--- src/rtl/mmt_pkg.sv ---
package mmt_pkg;

    typedef enum logic [2:0] {
        MD_OFF        = 3'd0,
        MD_EVENT      = 3'd1,
        MD_WIDTH      = 3'd2,
        MD_RETRIG     = 3'd3,
        MD_ONCE_IVL   = 3'd4,
        MD_LOOP_IVL   = 3'd5,
        MD_ONCE_PULSE = 3'd6,
        MD_LOOP_PULSE = 3'd7
    } mmt_mode_e;

    function automatic logic mmt_stops_after_uf(mmt_mode_e m);
        return (m == MD_RETRIG) || (m == MD_ONCE_IVL) || (m == MD_ONCE_PULSE);
    endfunction

    function automatic logic mmt_drives_pin(mmt_mode_e m);
        return (m == MD_ONCE_PULSE) || (m == MD_LOOP_PULSE);
    endfunction

endpackage

--- src/rtl/mmt_prescale.sv ---
module mmt_prescale #(
    parameter int DIV = 8
) (
    input  logic clk,
    input  logic rst_n,
    input  logic en,
    input  logic restart,
    output logic tick
);
    localparam int PW = (DIV > 1) ? $clog2(DIV) : 1;
    localparam logic [PW-1:0] LAST = PW'(DIV - 1);

    logic [PW-1:0] div_d, div_q;

    always_comb begin
        div_d = div_q;
        if (restart)            div_d = '0;
        else if (div_q == LAST) div_d = '0;
        else                    div_d = div_q + PW'(1);
    end

    always_ff @(posedge clk) begin
        if (!rst_n) div_q <= '0;
        else        div_q <= div_d;
    end

    assign tick = !en || (div_q == LAST);
endmodule

--- src/rtl/mmt_pin_edge.sv ---
module mmt_pin_edge (
    input  logic clk,
    input  logic rst_n,
    input  logic pin,
    output logic rise
);
    logic prev_d, prev_q;

    always_comb prev_d = pin;

    always_ff @(posedge clk) begin
        if (!rst_n) prev_q <= 1'b0;
        else        prev_q <= prev_d;
    end

    assign rise = pin && !prev_q;
endmodule

--- src/rtl/mm_timer.sv ---
module mm_timer #(
    parameter int DATA_W = 8,
    parameter int PRE_DIV = 8
) (
    input  logic                  clk,
    input  logic                  rst_n,
    input  logic                  wr_en,
    input  logic                  wr_addr,
    input  logic [DATA_W-1:0]     wr_data,
    input  logic [2:0]            mode,
    input  logic                  prescale_en,
    input  logic                  pin_in,
    output logic                  pin_out,
    output logic                  pin_oe,
    output logic [2*DATA_W-1:0]   count_q,
    output logic                  irq
);
    import mmt_pkg::*;

    localparam int CNT_W = 2 * DATA_W;
    localparam logic [CNT_W-1:0] ONE = {{(CNT_W-1){1'b0}}, 1'b1};

    typedef struct packed {
        logic [CNT_W-1:0] cnt;
        logic [CNT_W-1:0] latch;
        logic             run;
        logic             out;
        logic             irq;
    } tmr_st_t;

    tmr_st_t   st_d, st_q;
    mmt_mode_e md;
    logic      tick, rise, wr_hi, wr_lo, step;

    assign md    = mmt_mode_e'(mode);
    assign wr_hi = wr_en && wr_addr;
    assign wr_lo = wr_en && !wr_addr;

    mmt_prescale #(.DIV(PRE_DIV)) u_pre (
        .clk     (clk),
        .rst_n   (rst_n),
        .en      (prescale_en),
        .restart (wr_hi),
        .tick    (tick)
    );

    mmt_pin_edge u_edge (
        .clk   (clk),
        .rst_n (rst_n),
        .pin   (pin_in),
        .rise  (rise)
    );

    always_comb begin
        unique case (md)
            MD_OFF:   step = 1'b0;
            MD_EVENT: step = rise;
            MD_WIDTH: step = tick && pin_in;
            default:  step = st_q.run && tick;
        endcase
    end

    always_comb begin
        st_d     = st_q;
        st_d.irq = 1'b0;
        if (wr_lo) begin
            st_d.latch[DATA_W-1:0] = wr_data;
        end
        if (wr_hi) begin
            st_d.latch[CNT_W-1:DATA_W] = wr_data;
            st_d.cnt = {wr_data, st_q.latch[DATA_W-1:0]};
            st_d.run = 1'b1;
            if (md == MD_ONCE_PULSE) st_d.out = 1'b1;
        end else if (md == MD_RETRIG && rise) begin
            st_d.cnt = st_q.latch;
            st_d.run = 1'b1;
        end else if (step) begin
            if (st_q.cnt == '0) begin
                st_d.cnt = st_q.latch;
                st_d.irq = 1'b1;
                if (mmt_stops_after_uf(md)) st_d.run = 1'b0;
                if (md == MD_ONCE_PULSE)    st_d.out = 1'b0;
                if (md == MD_LOOP_PULSE)    st_d.out = !st_q.out;
            end else begin
                st_d.cnt = st_q.cnt - ONE;
            end
        end
    end

    always_ff @(posedge clk) begin
        if (!rst_n) st_q <= '0;
        else        st_q <= st_d;
    end

    assign count_q = st_q.cnt;
    assign irq     = st_q.irq;
    assign pin_out = st_q.out;
    assign pin_oe  = mmt_drives_pin(md);
endmodule

--- config.mk ---
export PLATFORM = sky130hd
export DESIGN_NAME = mm_timer
export DESIGN_NICKNAME = d
export VERILOG_FILES = /design/src/rtl/mmt_pkg.sv /design/src/rtl/mmt_prescale.sv /design/src/rtl/mmt_pin_edge.sv /design/src/rtl/mm_timer.sv
export SDC_FILE = /design/constraint.sdc
export NUM_CORES = 1
export LEC_CHECK = 0
export BUFFER_PORTS_ARGS = -buffer_cell sky130_fd_sc_hd__buf_2
export CELL_PAD_IN_SITES_DETAIL_PLACEMENT = 1
export CELL_PAD_IN_SITES_GLOBAL_PLACEMENT = 1
export CORE_AREA = 4 4 78 80
export CTS_CLUSTER_SIZE = 10
export DETAILED_ROUTE_END_ITERATION = 10
export DIE_AREA = 0 0 82 84
export PLACE_DENSITY_LB_ADDON = 0.12
export SYNTH_ARGS = -nofsm -noshare
export SYNTH_HDL_FRONTEND = slang
export SYNTH_SLANG_ARGS = --single-unit
export TNS_END_PERCENT = 1
--- constraint.sdc ---
create_clock -name clk -period 2.1 [get_ports clk]
set_input_delay 0.42 -clock clk [delete_from_list [all_inputs] [get_ports clk]]
set_output_delay 0.42 -clock clk [all_outputs]
set_load 0.03 [all_outputs]
### Yosys cells after proc, flatten, opt, wreduce, memory -nomap -nowiden

Index checks and enable logic that the tools add are counted.

| word-level totals | value |
|---|---|
| register bits after elaboration | 39 |
| bits of input ports | 17 |
| word-level logic and storage cells | 61 |

| operators by class | value |
|---|---|
| $add $sub $neg | 2 |
| equality and inequality tests | 9 |
| muxes and demuxes | 14 |
| bitwise logic cells | 2 |
| reduce and logical (&&, ||, !) cells | 26 |

Operators by type and width:

| cell | number |
|---|---|
| $mux 16 | 4 |
| $logic_not 16->1 | 1 |
| $sub 16x1->16 const B | 1 |
| $eq 3x3->1 const B | 4 |
| $reduce_bool 3->1 | 3 |
| $eq 3x2->1 const B | 2 |
| $logic_and 1x1->1 | 6 |
| $mux 3 | 2 |
| $reduce_bool 2->1 | 3 |
| $mux 1 | 5 |
| $reduce_and 5->1 | 1 |
| $logic_not 1->1 | 4 |
| $logic_or 1x1->1 | 4 |
| $mux 2 | 2 |
| $reduce_or 4->1 | 1 |
| $add 3x1->3 const B | 1 |
| $eq 3x1->1 const B | 1 |
| $logic_not 3->1 | 1 |
| $pmux 1 s3 | 1 |
| $reduce_and 3->1 | 1 |
| $reduce_or 3->1 | 1 |
| $ne 2x1->1 const B | 1 |
| $ne 2x2->1 const B | 1 |
| $not 1->1 | 2 |

### Logic depth before layout (Yosys ltp)

| depth | value |
|---|---|
| depth in word-level cells | 8 |
| depth in mapped cells | 9 |
| depth with buffers taken out | 7 |

### Modules after synthesis

From an unflattened synthesis, not the netlist that was laid out.

| second synthesis, totals | value |
|---|---|
| cells, all modules | 267 |
| area, all modules | 2257.2 um2 |

Modules (own cells, without submodules):

| module | instances | cells an instance | area each (um2) | seq. area each (um2) |
|---|---|---|---|---|
| mm_timer | 1 | 255 | 2085.8 | 700.7 |
| mmt_prescale | 1 | 9 | 131.4 | 60.1 |
| mmt_pin_edge | 1 | 3 | 40.0 | 20.0 |

### Least setup slack after synthesis

OpenSTA, ideal clock, no wires.

| path | value |
|---|---|
| kind | reg-to-reg |
| start point | reg st_q, in the netlist count_q[0] |
| end point | reg st_q, in the netlist count_q[6] |
| setup time | 0.127 ns |
| arrival | 1.623 ns |
| required time | 1.973 ns |
| setup slack | 0.349 ns |
| cell stages (with the launch flop) | 10 |
| path buffers | 2 |
| clock period less this slack | 1.751 ns |
| path through | dfxtp_1 -> inv_1 -> ha_1 -> nor4b_1 -> nand4_2 -> and2_1 -> buf_6 -> buf_6 -> a31oi_1 -> o22ai_1 |

| between the ends | value |
|---|---|
| cells in the longest elaborated chain, start to end | 5 |

Ends and longest elaborated chain:

| what | line | RTL |
|---|---|---|
| start: declaration | mm_timer.sv:31 | `tmr_st_t st_d, st_q;` |
| start signal: assignment | mm_timer.sv:92 | `else st_q <= st_d;` |
| $sub 16x1->16 or $logic_not 16->1 (tied branches) | mm_timer.sv:85, mm_timer.sv:78 |  |
| $mux 16 * | mm_timer.sv:78 | `if (st_q.cnt == '0) begin` |
| $mux 16 * | mm_timer.sv:77 | `end else if (step) begin` |
| $mux 16 * | mm_timer.sv:74 | `end else if (md == MD_RETRIG && rise) begin` |
| $mux 16 * | mm_timer.sv:69 | `if (wr_hi) begin` |

Every way passes the cells marked *; elsewhere a longest branch is shown, timed or not. The select of a mux whose other input is x is not followed.
A chain may end at the register's enable or synchronous reset.

### Worst setup path after layout

| path | value |
|---|---|
| start point | reg u_pre.div_q[0] |
| end point | reg st_q, in the netlist count_q[11] |

| between the ends | value |
|---|---|
| cells in the longest elaborated chain, start to end | 5 |

Ends and longest elaborated chain:

| what | line | RTL |
|---|---|---|
| start: declaration | mmt_prescale.sv:13 | `logic [PW-1:0] div_d, div_q;` |
| start signal: assignment | mmt_prescale.sv:24 | `else div_q <= div_d;` |
| $eq 3x3->1 * | mmt_prescale.sv:27 | `assign tick = !en \|\| (div_q == LAST);` |
| $logic_or 1x1->1 * | mmt_prescale.sv:27 |  |
| $logic_and 1x1->1 (on tied branches) | mm_timer.sv:59, mm_timer.sv:58 |  |
| $pmux 1 s3 * | mm_timer.sv:55 | `unique case (md)` |
| $reduce_bool 3->1 (no source line) * | - |  |

Every way passes the cells marked *; elsewhere a longest branch is shown, timed or not.

==> impl_metrics.env <==
export IMPL_cts_htree_levels=2
export IMPL_cts_setup_buffers=0
export IMPL_avgViaCountPerCell=5.425
export IMPL_ioPinCount=36
export IMPL_grt_start_max_net_pins=26
export IMPL_crit_slowest_cell="and2_1"
export IMPL_syn_cell_area_um2=2187
export IMPL_clkSinkCount=39
export IMPL_hpwl_mm=4.886
export IMPL_leakage_nw=1.116
export IMPL_globalRouteOverflowTotal=0
export IMPL_syn2layout_area_growth_pct=15.16
export IMPL_critPathKind="reg2reg"
export IMPL_async_flop_share_pct=0
export IMPL_ys_flop_type="dfxtp_1"
export IMPL_finalMaxSlewViolations=0
export IMPL_stdcell_area_um2=2519
export IMPL_cp_buffers_inverters=0
export IMPL_tritoncts="done"
export IMPL_timing_fmax_ghz=0.5133
export IMPL_grt_setup_unrepaired="false"
export IMPL_worst_hold_path_type="in2reg"
export IMPL_antenna_found_initial=0
export IMPL_synthTopCellsByArea="dfxtp_1 (36%), mux2i_1 (5.5%), buf_4 (5.5%)"
export IMPL_synth_compound_area_share_pct=17.11
export IMPL_dr_first_iter_drc_count=99
export IMPL_synth_xor_area_share_pct=3.204
export IMPL_postRouteAntennaNets=0
export IMPL_wirelength_mm=6.458
export IMPL_peakVddDrop_v=0.0005363
export IMPL_finalCriticalPeriod_ns=1.948
export IMPL_powerDensity_nw_per_um2=1136
export IMPL_slowest_delay_ns=0.43
export IMPL_status="finished clean"
export IMPL_numCtsBuffers=5
export IMPL_relSlewSlack_pct=58.61
export IMPL_layout_nets=317
export IMPL_grt_pass1_vias=1997
export IMPL_crit_path_cell_trace="ha_1, ha_1, nand2b_1, o221ai_1, and2_1, nor4_1, nor4b_1"
export IMPL_ys_types=50
export IMPL_hold_buffers=0
export IMPL_wl_per_cell_um=17.50
export IMPL_syn_avg_cell_area_um2=8.380
export IMPL_cts_resized=0
export IMPL_synth_warnings=0
export IMPL_timing_setup_tns_ns=0
export IMPL_critical_path_most_common_cell="ha_1"
export IMPL_arrival_ns=2.15
export IMPL_firstDrtPassIters=4
export IMPL_setup_viol=0
export IMPL_cp_end_kind="flop"
export IMPL_tightest_slew_ns=0.6151
export IMPL_placed_area_um2=2437
export IMPL_skew_ns=0.006662
export IMPL_r2r_setup_slack_ns=0.15
export IMPL_cts_max_path_buffers=2
export IMPL_netlist_instances=261
export IMPL_antenna_cells=0
export IMPL_drive_gt1_share_pct=24.58
export IMPL_synth_edff_count=0
export IMPL_grt_first_pass_wirelength_mm=10.43
export IMPL_totalPowerFinal_w=0.002862
export IMPL_design_die_area_um2=6888
export IMPL_io_buffer_count=35
export IMPL_muxShareOfSynthArea_pct=6.007
export IMPL_synth_most_common_cell="dfxtp_1"
export IMPL_cp_start_kind="flop"
export IMPL_drv_cap=0
export IMPL_cp_max_fo=9
export IMPL_vias=2002
export IMPL_timing_final_crit_share_pct=92.78
export IMPL_hold_viol=0
export IMPL_die_x_um=82
export IMPL_yosysSeqAreaShare_pct=35.70
export IMPL_synth_common_cells="dfxtp_1 (39), nand2_1 (27), nor2_1 (26)"
export IMPL_fp_row_count=27
export IMPL_synth_top_area_cell="dfxtp_1"
export IMPL_ys_ff_latch=39
export IMPL_grt_usage_pct=20.00
export IMPL_initial_core_util_pct=40.46
export IMPL_fp_dieH_um=84
export IMPL_syn_nets=282
export IMPL_critPathRequiredTime_ns=2.30
export IMPL_clkSlewWorstSetupHoldPaths_ns=0.08
export IMPL_yosys_area_share_simple_pct=26.03
export IMPL_crit_family="simple AND/OR/NAND/NOR gates"
export IMPL_core_area_um2=5405
export IMPL_drc=0
export IMPL_insertion_delay_ns=0.30
export IMPL_gp_congestion=0.7536
export IMPL_synth_top_family_by_area="simple AND/OR/NAND/NOR gates"
export IMPL_synth_top_area_share_pct=35.70
export IMPL_cts_root_buf="clkbuf_8"
export IMPL_synthAdderAreaFrac_pct=2.288
==> worst register-to-register path: stages, from the launching register on <==
cell and delay, ns:
dfxtp_1 0.32, ha_1 0.19, ha_1 0.21, nand2b_1 0.18
o221ai_1 0.12, and2_1 0.43, nor4_1 0.12, nor4b_1 0.29
==> kinds of logic after synthesis <==
| logic type | after synthesis |
|---|---|
| compound gates | 56 |
| buf+inv | 33 |
| fa+ha+maj | 4 |
| mux | 13 |
| simple gates | 108 |
| flops | 39 |
| xor+xnor | 8 |
==> cell usage in the layout, fill, tap and decap left out, types with 4 or more instances in the layout <==
master / netlist / routed
nand4_1: 4 / 4
buf_2: 4 / 35
ha_1: 4 / 4
dfxtp_1: 39 / 39
nor2_1: 26 / 26
xnor2_1: 7 / 7
a21boi_0: 5 / 5
nand2_1: 27 / 27
o22ai_1: 6 / 6
clkbuf_8: 0 / 5
mux2i_1: 12 / 12
nor3_1: 5 / 5
a21oi_1: 21 / 21
buf_4: 16 / 22
nand3_1: 9 / 9
and2_1: 10 / 10
==> where the power goes <==
part | internal, W | switching (W)
combinational | 0.000605 | 0.000828
clock | 0.000233 | 0.000269
sequential | 0.000834 | 0.0000920
==> metrics by stage <==
stage / setup WS [ns] / utilization (%) / std cells / hold slack [ns]
after detailed placement: 0.09492 / 45.09 / 361 / 0.4316
final: 0.1517 / 46.60 / 369 / 0.3738
after global placement: 0.1227 / 45.09 / 361 / 0.4303
after CTS: 0.1625 / 46.60 / 369 / 0.3666
after global routing: 0.01429 / 46.60 / 369 / 0.3907
after floorplan: 0.3492 / - / 261 / 0.4053
==> final timing paths <==
kind,from,endpoint,cells after the start
max,u_pre.div_q[0]$_SDFF_PP0_,count_q[11]$_SDFFE_PN0P_,7
max reg2reg,u_pre.div_q[0]$_SDFF_PP0_,count_q[11]$_SDFFE_PN0P_,7
min,wr_data[2],st_q[5]$_SDFFE_PN0P_,3
min reg2reg,u_pre.div_q[0]$_SDFF_PP0_,u_pre.div_q[0]$_SDFF_PP0_,1
==> layer usage <==
metal | part of all wire [%] | GRT usage, % | vias to the layer above
met2 | 46 | 31.89 | 33
met1 | 50 | 27.11 | 975
met4 | 1.1 | 4.985 | 0
li1 | - | - | 987
met5 | 0 | 0 | -
met3 | 3.1 | 4.212 | 7
==> registers in the layout, summed over array words and instances, names as in the netlist <==
name / cells
u_edge.prev_q: 1
st_q: 17
irq: 1
u_pre.div_q: 3
count_q: 16
pin_out: 1
==> area by class of cell <==
| type | count | area [µm²] |
|---|---|---|
| clock inverter | 1 | 5.005 |
| clock buffer | 7 | 76.32 |
| multi-input combinational | 189 | 1195 |
| sequential | 39 | 780.7 |
| tap | 72 | 90.09 |
| fill | 698 | 2887 |
| inverter | 3 | 11.26 |
| timing repair buffer | 58 | 360.3 |
Power figures use the tool's default switching activity.
